File: src/rtl/skewCalPkg.sv
package skewCalPkg;
  localparam int NUM_CH = 4;
  localparam int MEAN_SHIFT = $clog2(NUM_CH);

  typedef struct packed {
    logic latch;   // capture deviation flags from the presented sums
    logic apply;   // commit the selected code step
  } calStrobe_t;
endpackage

File: src/rtl/skewCodeCell.sv
module skewCodeCell #(
  parameter int CELLS  = 32,
  parameter int CODE_W = 6
) (
  input  logic              clk,
  input  logic              rstN,
  input  logic              incEn,
  input  logic              decEn,
  output logic [CODE_W-1:0] code
);
  localparam logic [CODE_W-1:0] CODE_MAX  = CODE_W'(CELLS);
  localparam logic [CODE_W-1:0] CODE_MID  = CODE_W'(CELLS / 2);

  always_ff @(posedge clk) begin
    if (!rstN) begin
      code <= CODE_MID;
    end else if (incEn && (code < CODE_MAX)) begin
      code <= code + 1'b1;
    end else if (decEn && (code != '0)) begin
      code <= code - 1'b1;
    end
  end
endmodule

File: src/rtl/skewDatapath.sv
module skewDatapath
  import skewCalPkg::*;
#(
  parameter int SUM_W  = 16,
  parameter int CELLS  = 32,
  parameter int CODE_W = 6
) (
  input  logic                     clk,
  input  logic                     rstN,
  input  calStrobe_t               strobe,
  input  logic [NUM_CH*SUM_W-1:0]  sumsIn,
  input  logic [SUM_W-1:0]         thresh,
  input  logic [NUM_CH-1:0]        stepUp,
  input  logic [NUM_CH-1:0]        stepDown,
  output logic [NUM_CH-1:0]        overHi,
  output logic [NUM_CH-1:0]        underLo,
  output logic [NUM_CH*CODE_W-1:0] codeOut
);
  localparam int TOT_W = SUM_W + MEAN_SHIFT;
  localparam int DEV_W = SUM_W + 1;

  logic [TOT_W-1:0]        total;
  logic [SUM_W-1:0]        meanVal;
  logic signed [DEV_W-1:0] thPos;
  logic signed [DEV_W-1:0] thNeg;
  logic signed [DEV_W-1:0] devVal [NUM_CH];
  logic [NUM_CH-1:0]       hiNow;
  logic [NUM_CH-1:0]       loNow;

  always_comb begin
    total = '0;
    for (int k = 0; k < NUM_CH; k++) begin
      total = total + {{MEAN_SHIFT{1'b0}}, sumsIn[k*SUM_W +: SUM_W]};
    end
  end

  assign meanVal = total[TOT_W-1:MEAN_SHIFT];
  assign thPos   = $signed({1'b0, thresh});
  assign thNeg   = -thPos;

  always_comb begin
    for (int k = 0; k < NUM_CH; k++) begin
      devVal[k] = $signed({1'b0, sumsIn[k*SUM_W +: SUM_W]}) - $signed({1'b0, meanVal});
      hiNow[k]  = devVal[k] > thPos;
      loNow[k]  = devVal[k] < thNeg;
    end
  end

  always_ff @(posedge clk) begin
    if (!rstN) begin
      overHi  <= '0;
      underLo <= '0;
    end else if (strobe.latch) begin
      overHi  <= hiNow;
      underLo <= loNow;
    end
  end

  for (genvar g = 0; g < NUM_CH; g++) begin : gCell
    skewCodeCell #(
      .CELLS (CELLS),
      .CODE_W(CODE_W)
    ) uCell (
      .clk  (clk),
      .rstN (rstN),
      .incEn(strobe.apply & stepUp[g]),
      .decEn(strobe.apply & stepDown[g]),
      .code (codeOut[g*CODE_W +: CODE_W])
    );
  end
endmodule

File: src/rtl/skewControl.sv
module skewControl
  import skewCalPkg::*;
(
  input  logic              clk,
  input  logic              rstN,
  input  logic              windowDone,
  input  logic [NUM_CH-1:0] overHi,
  input  logic [NUM_CH-1:0] underLo,
  output calStrobe_t        strobe,
  output logic [NUM_CH-1:0] stepUp,
  output logic [NUM_CH-1:0] stepDown,
  output logic              clearAcc,
  output logic              converged
);
  logic evalPending;
  logic pairFound;
  logic anyOut;

  assign strobe.latch = windowDone;
  assign strobe.apply = evalPending;
  assign anyOut       = |(overHi | underLo);

  // scan neighbouring intervals, lowest index first; only one step per window
  always_comb begin
    stepUp    = '0;
    stepDown  = '0;
    pairFound = 1'b0;
    for (int k = 0; k < NUM_CH; k++) begin
      if (!pairFound && overHi[k] && underLo[(k + 1) % NUM_CH]) begin
        stepDown[(k + 1) % NUM_CH] = 1'b1;
        pairFound = 1'b1;
      end else if (!pairFound && underLo[k] && overHi[(k + 1) % NUM_CH]) begin
        stepUp[(k + 1) % NUM_CH] = 1'b1;
        pairFound = 1'b1;
      end
    end
  end

  always_ff @(posedge clk) begin
    if (!rstN) begin
      evalPending <= 1'b0;
      clearAcc    <= 1'b0;
      converged   <= 1'b0;
    end else begin
      evalPending <= windowDone;
      clearAcc    <= evalPending;
      if (evalPending) begin
        converged <= !anyOut;
      end
    end
  end
endmodule

File: src/rtl/skewCalCtrl.sv
module skewCalCtrl
  import skewCalPkg::*;
#(
  parameter int SUM_W = 16,
  parameter int CELLS = 32,
  localparam int CODE_W = $clog2(CELLS + 1)
) (
  input  logic                     clk,
  input  logic                     rstN,
  input  logic                     windowDone,
  input  logic [NUM_CH*SUM_W-1:0]  sumsIn,
  input  logic [SUM_W-1:0]         thresh,
  output logic [NUM_CH*CODE_W-1:0] delayCode,
  output logic                     clearAcc,
  output logic                     converged
);
  calStrobe_t        strobe;
  logic [NUM_CH-1:0] overHi;
  logic [NUM_CH-1:0] underLo;
  logic [NUM_CH-1:0] stepUp;
  logic [NUM_CH-1:0] stepDown;

  skewControl uCtrl (
    .clk       (clk),
    .rstN      (rstN),
    .windowDone(windowDone),
    .overHi    (overHi),
    .underLo   (underLo),
    .strobe    (strobe),
    .stepUp    (stepUp),
    .stepDown  (stepDown),
    .clearAcc  (clearAcc),
    .converged (converged)
  );

  skewDatapath #(
    .SUM_W (SUM_W),
    .CELLS (CELLS),
    .CODE_W(CODE_W)
  ) uPath (
    .clk     (clk),
    .rstN    (rstN),
    .strobe  (strobe),
    .sumsIn  (sumsIn),
    .thresh  (thresh),
    .stepUp  (stepUp),
    .stepDown(stepDown),
    .overHi  (overHi),
    .underLo (underLo),
    .codeOut (delayCode)
  );
endmodule

File: config.mk
export PLATFORM = sky130hd
export DESIGN_NAME = skewCalCtrl
export DESIGN_NICKNAME = d
export VERILOG_FILES = /design/src/rtl/skewCalPkg.sv /design/src/rtl/skewCodeCell.sv /design/src/rtl/skewDatapath.sv /design/src/rtl/skewControl.sv /design/src/rtl/skewCalCtrl.sv
export SDC_FILE = /design/constraint.sdc
export NUM_CORES = 1
export LEC_CHECK = 0
export BUFFER_PORTS_ARGS = -buffer_cell sky130_fd_sc_hd__buf_2
export CAP_MARGIN = 20
export CORE_ASPECT_RATIO = 1.2
export CORE_UTILIZATION = 32
export DETAILED_ROUTE_END_ITERATION = 16
export GPL_TIMING_DRIVEN = 0
export HOLD_SLACK_MARGIN = 0.12
export PLACE_DENSITY = 0.56
export SYNTH_ARGS = -nofsm -noshare
export SYNTH_HDL_FRONTEND = slang
export SYNTH_HIERARCHICAL = 1
export SYNTH_SLANG_ARGS = --single-unit
File: constraint.sdc
create_clock -name clk -period 5.42 [get_ports clk]
set_input_delay 0 -clock clk [delete_from_list [all_inputs] [get_ports clk]]
set_output_delay 0 -clock clk [all_outputs]
set_load 0.05 [all_outputs]
* After elaboration in Yosys (flattened, before gate mapping)
Cells that the tools add are included.
** Operators by class
- Add/sub/neg operators :: 16
- Multipliers :: 0
- Div/mod/pow operators :: 0
- $lt $le $gt $ge :: 12
- Equality and inequality tests :: 0
- Shift-type cells :: 0
- Mux-type cells :: 25
- Bitwise gates (word level) :: 9
- Reduce and logical (&&, ||, !) cells :: 35
** Operators with widths (number)
- greater-than comparator 17 bit :: 4
- less-than comparator 17 bit :: 4
- subtractor 16 x 16 -> 17 bit :: 4
- two-way mux 6 bit :: 8
- adder 18 x 16 -> 18 bit :: 2
- adder 6 x 1 -> 6 bit (second input constant) :: 4
- less-than comparator 6 bit (second input constant) :: 4
- nonzero test 6 bit :: 4
- subtractor 6 x 1 -> 6 bit (second input constant) :: 4
- logical AND 1 bit :: 22
- adder 16 x 16 -> 17 bit :: 1
- two-way mux 1 bit :: 17
- negation 16 -> 17 bit :: 1
- bitwise AND 1 bit :: 8
- nonzero test 2 bit :: 4
- zero test 1 bit :: 4
- bitwise OR 4 bit :: 1
- OR reduction 4 bit :: 1
** Word-level totals
- Register bits :: 35
- Latch bits :: 0
- RAM bits :: 0
- Memory bits (read-only) :: 0
- Bits of input ports :: 83
- Output and inout bits :: 26
- Logic and storage cells :: 106
- Memories :: 0

* Logic depth before layout (Yosys ltp)
Gate-level depths: netlist of the first run.
- Depth after elaboration :: 21
- Gate-level depth with buffers :: 30
- Depth with buffers taken out :: 30

* Modules after synthesis
The synthesis of the first run kept the hierarchy.
** Modules (own cells, without submodules)
- skewDatapath :: times used 1, cells each 1014, area each 7970.1 sq um, sequential area each 160.2 sq um
- skewCodeCell :: times used 4, cells each 45, area each 447.9 sq um, sequential area each 120.1 sq um
- skewControl :: times used 1, cells each 28, area each 256.5 sq um, sequential area each 60.1 sq um

* Worst setup path before layout of the first run
No wires, ideal clock.
- Path kind :: input -> register
- From :: input sumsIn[2]
- To :: register uPath.overHi[2]
- Library setup time :: 129 ps
- Arrival time :: 5816 ps
- Required time :: 5291 ps
- Path slack :: -525 ps
- Stages :: 26
- Buffers on the path :: 0
- Cells stage by stage :: inv_1 -> fa_1 -> inv_1 -> fa_1 -> inv_1 -> fa_1 -> xor2_1 -> ha_1 -> a21o_1 -> a311o_1 -> maj3_2 -> maj3_1 -> maj3_2 -> a21boi_2 -> o211a_1 -> a31oi_1 -> nand2_1 -> xor2_1 -> ha_1 -> a21o_1 -> a21oi_1 -> o21ai_0 -> a21o_1 -> a21o_1 -> a21oi_1 -> o41ai_1
** On the way
- Cells in the longest elaborated chain, start to end :: 5
** RTL lines
- from (decl) :: line skewCalCtrl.sv:11 : input logic [NUM_CH*SUM_W-1:0] sumsIn,
- adder 16 x 16 -> 17 bit :: line skewDatapath.sv:33 : total = total + {{MEAN_SHIFT{1'b0}}, sumsIn[k*SUM_W +: SUM_W]};
- adder 18 x 16 -> 18 bit (2 in series) :: line skewDatapath.sv:33
- subtractor 16 x 16 -> 17 bit :: line skewDatapath.sv:43 : devVal[k] = $signed({1'b0, sumsIn[k*SUM_W +: SUM_W]}) - $signed({1'b0, meanVal});
- greater-than comparator 17 bit :: line skewDatapath.sv:44 : hiNow[k] = devVal[k] > thPos;
- to (signal assigned) :: line skewDatapath.sv:54 : overHi <= hiNow;
- to (decl) :: line skewDatapath.sv:15 : output logic [NUM_CH-1:0] overHi,
Every way passes these cells.
A chain may end at the register's enable or synchronous reset.

* Worst setup path after layout of the first run
- From :: input sumsIn[17]
- To :: register uPath.overHi[0]
Same word-level chain as after synthesis.

==> results by group, run 1 <==
STA
  • Max-slew headroom: 40.17%
  • Worst-margin pin slew: 0.8892 ns
  • Min Tclk post-route: 5.910 ns
  • Final Max Slew Viols: 0
  • RSZ-0062 raised after global routing: yes
  • Setup Skew: 0.005172 ns
  • Fin. Hold Viols: 0
  • Post-route setup slack: -0.4896 ns
  • Fmax: 169.2 MHz
  • Final setup fails: 8
  • Final Cycle Share: 109.0%

Min path
  • Hold Path Depth: 2
  • Hold endpoint: uPath/gCell[1].uCell/code[4]
  • Worst min path class: in2reg
  • Hold Path Origin: rstN

Route
  • Post-route DRC: 0
  • WL/cell: 16.90 µm
  • 1st-iter DRT viols: between 400 and 500
  • Drt pass-1 iters: 5
  • Via density: 5.345
  • Final WL: between 30000 and 40000 µm
  • Vias: ~9.5k
  • Detail Route Antenna Nets: 0

CTS
  • H-tree depth: 2
  • CTS buffer count: 5
  • Clock Path Buffers: 2
  • Root buffer cell: clkbuf_16
  • Worst skew pair latency: between 0.2 and 0.3 ns
  • Num Clock Sinks: 35
  • CTS tree: built
  • CTS clk-pin slew, worst paths: 0.05 ns

Setup path
  • Worst setup SP type: input pin
  • Critical Path Slowest Stage Cell: fa_1
  • CP Depth: 32
  • Cells on worst reg2reg path: 9
  • R2R Setup Slk: 2.93 ns
  • Top delay family on crit path: adder cells
  • Critical R2R Capture: uPath/gCell[0].uCell/code[4]
  • CP Max Fanout: 3
  • CP arrival: 6.07 ns
  • Critical Path RT: 5.59 ns
  • Critical Path End Type: flop
  • WS Path Type: in2reg
  • R2R Path Start: uPath/underLo[0]
  • Worst Path Buf+Inv: 7
  • CP max stage delay: between 0.5 and 0.6 ns

Synth
  • Synth top area share: 23.35%
  • Most common cell in the netlist: ha_1
  • Cell Area, Synth: 10020 µm²
  • Register area share after synthesis: under 10%
  • Post-Syn Instances: 1222
  • Synth Warn #: 6
  • Post-synth top cells: ha_1 (187), inv_1 (124), nand2_1 (83), xnor2_1 (76), a21oi_1 (75)
  • Avg Synthesized Cell Area: 8.198 µm²
  • Top cells by area, synth: ha_1 (23%), fa_1 (8.0%), dfxtp_1 (7.0%), xnor2_1 (6.6%), inv_1 (4.6%)
  • Cell variety after synth: 87
  • Yosys reg bits: 35
  • Post-synthesis async set-or-reset flop share: 0%
  • Primary FF master, synth: dfxtp_1
  • Syn Nets: 1532
  • Post-synth EDFFs: 0
  • Synth area leader: ha_1

Global routing
  • Initial antenna violation count: 0
  • GRT Residual Overflow: 0
  • Vias in the first global route: ~9.3k
  • Largest net degree at the start of global routing: 26
  • GRT Total Usage: 18.46%
  • First-pass GRT wire length: between 40000 and 50000 µm

Finish
  • Fill count: 3156
  • Layout cells sized above 1: 25.65%
  • Sequential cell area: roughly 700 µm²
  • Final Util: 41.14%
  • Ant diodes: 0
  • Area of the multi-input gates: 9668 µm²
  • Nets: 1698
  • Layout area overhead: 25.89%

Placed design
  • GPL Wtd Cong: between 0.8 and 0.9
  • PortBufs: 106
  • DP HPWL: between 20000 and 30000 µm

Floorplan
  • Total Die Area: 32020 µm²
  • Num rows: 70
  • Initial Utilization: roughly 33%
  • DIE HEIGHT: between 150 and 200 µm
  • Die X-Extent: 163.5 µm
  • Total core area: 30650 µm²
  • # IOs: 109

Outcome
  • Failing checks: negative setup slack
  • Status: finished with violations

Flow run
  • Max Cap Viol: 0
[kinds of logic (layout without fill, tap and decap cells)]
logic type / count (synthesis) / after routing / share of synthesized area, %
xor+xnor: 105 / 105 / 9.179
compound gates: 315 / 315 / 22.22
fa+ha+maj: 258 / 258 / 34.67
buf+inv: 143 / 309 / 5.570
flops: 35 / 35 / 6.994
simple gates: 361 / 361 / 20.87
mux: 5 / 5 / 0.4996
[flip-flops by register name, summed over array words and instances, names as in the netlist]
| signal | flops |
|---|---|
| uCtrl/converged | 1 |
| uPath/gCell.uCell/code | 24 |
| uCtrl/clearAcc | 1 |
| uPath/overHi | 4 |
| uCtrl/evalPending | 1 |
| uPath/underLo | 4 |
[worst max-delay path by stage]
stage / startpoint / end
final: sumsIn[17] / uPath/overHi[0]
after CTS: sumsIn[17] / uPath/overHi[0]
after global placement: sumsIn[33] / uPath/overHi[2]
after global routing: sumsIn[17] / uPath/overHi[2]
after detailed placement: sumsIn[33] / uPath/overHi[2]
after floorplan: sumsIn[33] / uPath/overHi[2]
[layer usage]
layer  vias up  wire (µm)  part of all wire [%]  GRT usage [%]
met5         -          0                     0              0
met2       186      15800                    52          34.84
met1      4516      12640                    42          21.75
met4         0        905                   3.0          5.624
li1       4782          -                     -              -
met3        52        807                   2.7          1.416
[stage by stage]
stage               area [µm²]  TNS (ns)  std cells  hold WS (ns)  setup WS (ns)
CTS                      12050    -2.540       1767        0.1879        -0.5177
global route             12610    -4.857       1784        0.2118        -0.7297
finish                   12610    -2.728       1784        0.1841        -0.4896
detailed placement       11100    -9.231       1724        0.2221         -1.344
global placement         11100    -8.954       1724        0.2187         -1.304
floorplan                10080   -0.4991       1222       0.09865        -0.2586
[timing repair]
action | 4_1_cts | 5_1_grt
buffers inserted | 35 | 19
pin swaps | 94 | 76
endpoints found under the setup margin | 8 | 8
hold endpoints to repair | 1 | 0
gates resized for setup | 101 | 68
hold buffers | 1 | 0
[layout by cell type (no fill, tap or decap), types with 10 or more instances in the layout]
cell type and count:
fa_1 37, a21o_1 30, nand2_1 83, nand3b_1 13
nor2_1 54, xnor2_1 62, ha_4 18, inv_1 116
xor2_1 25, nor3_1 12, a21oi_1 59, nor2b_1 21
and3_1 12, a21oi_2 14, o21a_1 53, nand2b_1 20
o21ai_0 30, and2_1 12, maj3_1 10, dfxtp_1 35
buf_2 104, buf_4 46, nand3_1 27, o211ai_1 14
a211oi_1 10, buf_6 12, ha_1 169, o21ai_1 11
maj3_2 21, nor4_1 14, nand4_1 19
[final cells by class]
class	instances	share of cell area, %
repair buffers	160	8.204
clock inverters	1	0.03968
multi-input cells	1044	76.66
clock buffers	6	1.101
plain buffers	18	0.7639
flip-flops and latches	35	5.556
well taps	396	3.929
inverters	124	3.750
Power of run 1 is left out: the tool's default activity adds up to more than one toggle a clock period on the data nets, which glitch-free logic cannot reach.
==> inputs of run 2 (changes only) <==
Settings changed: CTS_BUF_LIST set to sky130_fd_sc_hd__clkbuf_2 sky130_fd_sc_hd__clkbuf_4 sky130_fd_sc_hd__clkbuf_8.
==> results by group, run 2 (synthesis results as in run 1) <==
Min path
  • Hold endpoint: uPath/gCell[2].uCell/code[4]
  • Worst min path class: in2reg
  • Hold Path Depth: 2 (unchanged)
  • Hold Path Origin: rstN

Finish
  • Biggest register: uPath/gCell.uCell/code
  • Max reg flops: 24 (unchanged)
  • Layout area overhead: 24.84%
  • Commonest non-fill, non-tap cell in the layout: ha_1
  • Nets: 1694 (-0.24%)
  • Non-Filler Instances: 1780 (-0.22%)
  • Layout cells sized above 1: 25.29% (-0.36 points)
  • Commonest non-fill, non-tap cells in the layout: ha_1 (169), inv_1 (116), buf_2 (105), nand2_1 (83), xnor2_1 (64)
  • Ant diodes: 0 (unchanged)
  • Biggest regs: uPath/gCell.uCell/code x24, uPath/overHi x4, uPath/underLo x4

Placed design
  • PortBufs: 106 (unchanged)
  • GPL Wtd Cong: 0.8999 (unchanged)
  • Placed Cells incl. Taps: 1724 (unchanged)
  • DP HPWL: 25030 µm (unchanged)

Route
  • WL/cell: 16.88 µm (-0.10%)
  • Drt pass-1 iters: 5 (unchanged)
  • Post-route DRC: 0 (unchanged)
  • Vias: 9454 (-0.86%)
  • Detail Route Antenna Nets: 0 (unchanged)
  • 1st-iter DRT viols: 439 (-5.0%)
  • Via density: 5.311 (-0.64%)
  • Final WL: 30050 µm (-0.33%)

Global routing
  • Largest net degree at the start of global routing: 26 (unchanged)
  • Initial antenna violation count: 0 (unchanged)
  • GRT Total Usage: 18.47% (about the same)
  • Vias in the first global route: 9342 (+0.40%)
  • GRT Residual Overflow: 0 (unchanged)
  • First-pass GRT wire length: 47390 µm (+0.15%)

STA
  • Post-route setup slack: -0.4470 ns (+0.04259 ns)
  • Final Max Slew Viols: 0 (unchanged)
  • Final Cycle Share: 108.2% (-0.79 points)
  • Fin. Hold Viols: 0 (unchanged)
  • Setup Skew: 0.009342 ns (+0.004170 ns)
  • RSZ-0062 raised after global routing: yes
  • Max-slew headroom: 40.75% (+0.58 points)
  • Hold Slack: 0.1601 ns (-0.02403 ns)
  • Min Tclk post-route: 5.867 ns (-0.04259 ns)
  • Final setup fails: 8 (unchanged)
  • Worst-margin pin slew: 0.8806 ns (-0.008578 ns)
  • Fmax: 170.4 MHz (+0.73%)

Setup path
  • Cells on worst reg2reg path: 9 (unchanged)
  • Critical Path End Type: flop
  • Critical R2R Capture: uPath/gCell[0].uCell/code[4]
  • R2R Path Start: uPath/overHi[2]
  • Critical Path Slowest Stage Cell: fa_1
  • R2R Setup Slk: 2.94 ns (about the same)
  • WS Path Type: in2reg
  • CP max stage delay: 0.54 ns (about the same)
  • Worst setup SP type: input pin
  • Most numerous cell on the critical path: a21o_1
  • Critical Path RT: 5.59 ns (about the same)
  • Worst Path Buf+Inv: 4 (-3)
  • CP arrival: 6.04 ns (-0.03 ns)
  • Top delay family on crit path: adder cells
  • CP Max Fanout: 4 (+1)

Floorplan
  • # IOs: 109 (unchanged)
  • Total core area: 30650 µm² (unchanged)
  • Num rows: 70 (unchanged)
  • Die X-Extent: 163.5 µm (unchanged)
  • Initial Utilization: 32.68% (unchanged)
  • Total Die Area: 32020 µm² (unchanged)
  • DIE HEIGHT: 195.8 µm (unchanged)

CTS
  • CTS clk-pin slew, worst paths: 0.08 ns (+0.03 ns)
  • H-tree depth: 2 (unchanged)
  • CTS buffer count: 5 (unchanged)
  • CTS tree: built
  • Clock Path Buffers: 2 (unchanged)
  • Num Clock Sinks: 35 (unchanged)
  • Worst skew pair latency: 0.29 ns (about the same)
  • Root buffer cell: clkbuf_8

Outcome
  • Failing checks: negative setup slack
  • Status: finished with violations

Flow run
  • Max Cap Viol: 0 (unchanged)
-- run 2: cell types whose count changed in the layout (fill, tap and decap cells not counted), sizes merged --
cell	delta
buf	-5
clkbuf	+1
-- run 2: through the flow --
stage                     cell area [µm²]  util (%)  setup TNS (ns)  worst slack, ns
after global routing                12510     40.80          -4.406          -0.6651
final                               12510     40.80          -2.450          -0.4470
after CTS                           12000     39.16          -2.562          -0.5023
after detailed placement            11100     36.22          -9.231           -1.344
after global placement              11100     36.22          -8.954           -1.304
after floorplan                     10080         -         -0.4991          -0.2586
-- run 2: repair_timing --
item	in CTS	in global routing
hold buffers	1	0
pin swaps	87	88
resized for setup	106	59
endpoints found under the setup margin	8	8
endpoints found under the hold margin	1	0
buffers inserted	33	17
-- run 2: layer usage --
layer / part of all wire (%) / global-route usage (%) / up-vias
met5: 0 / 0 / -
met4: 3.0 / 5.521 / 0
met3: 2.5 / 1.564 / 47
met2: 52 / 34.81 / 167
met1: 42 / 21.76 / 4466
li1: - / - / 4774
-- run 2: final cells by class --
type                    count  area, µm²
fillers                  3155      18150
multi-input cells        1044       9659
repair buffers            155      993.5
flip-flops and latches     35      700.7
well taps                 396      495.5
inverters                 124      473.0
plain buffers              19      97.59
clock buffers               6      82.58
clock inverters             1      5.005
-- run 2: worst max-delay path by stage --
| stage | startpoint | endpoint | depth (start not counted) |
|---|---|---|---|
| 2_1_floorplan | sumsIn[33] | uPath/overHi[2] | 28 |
| 3_3_place_gp | sumsIn[33] | uPath/overHi[2] | 29 |
| 3_5_place_dp | sumsIn[33] | uPath/overHi[2] | 29 |
| 4_1_cts | sumsIn[17] | uPath/overHi[0] | 27 |
| 5_1_grt | sumsIn[17] | uPath/overHi[2] | 27 |
| 6_report | sumsIn[17] | uPath/overHi[2] | 28 |
Power of run 2 is left out for the same reason.
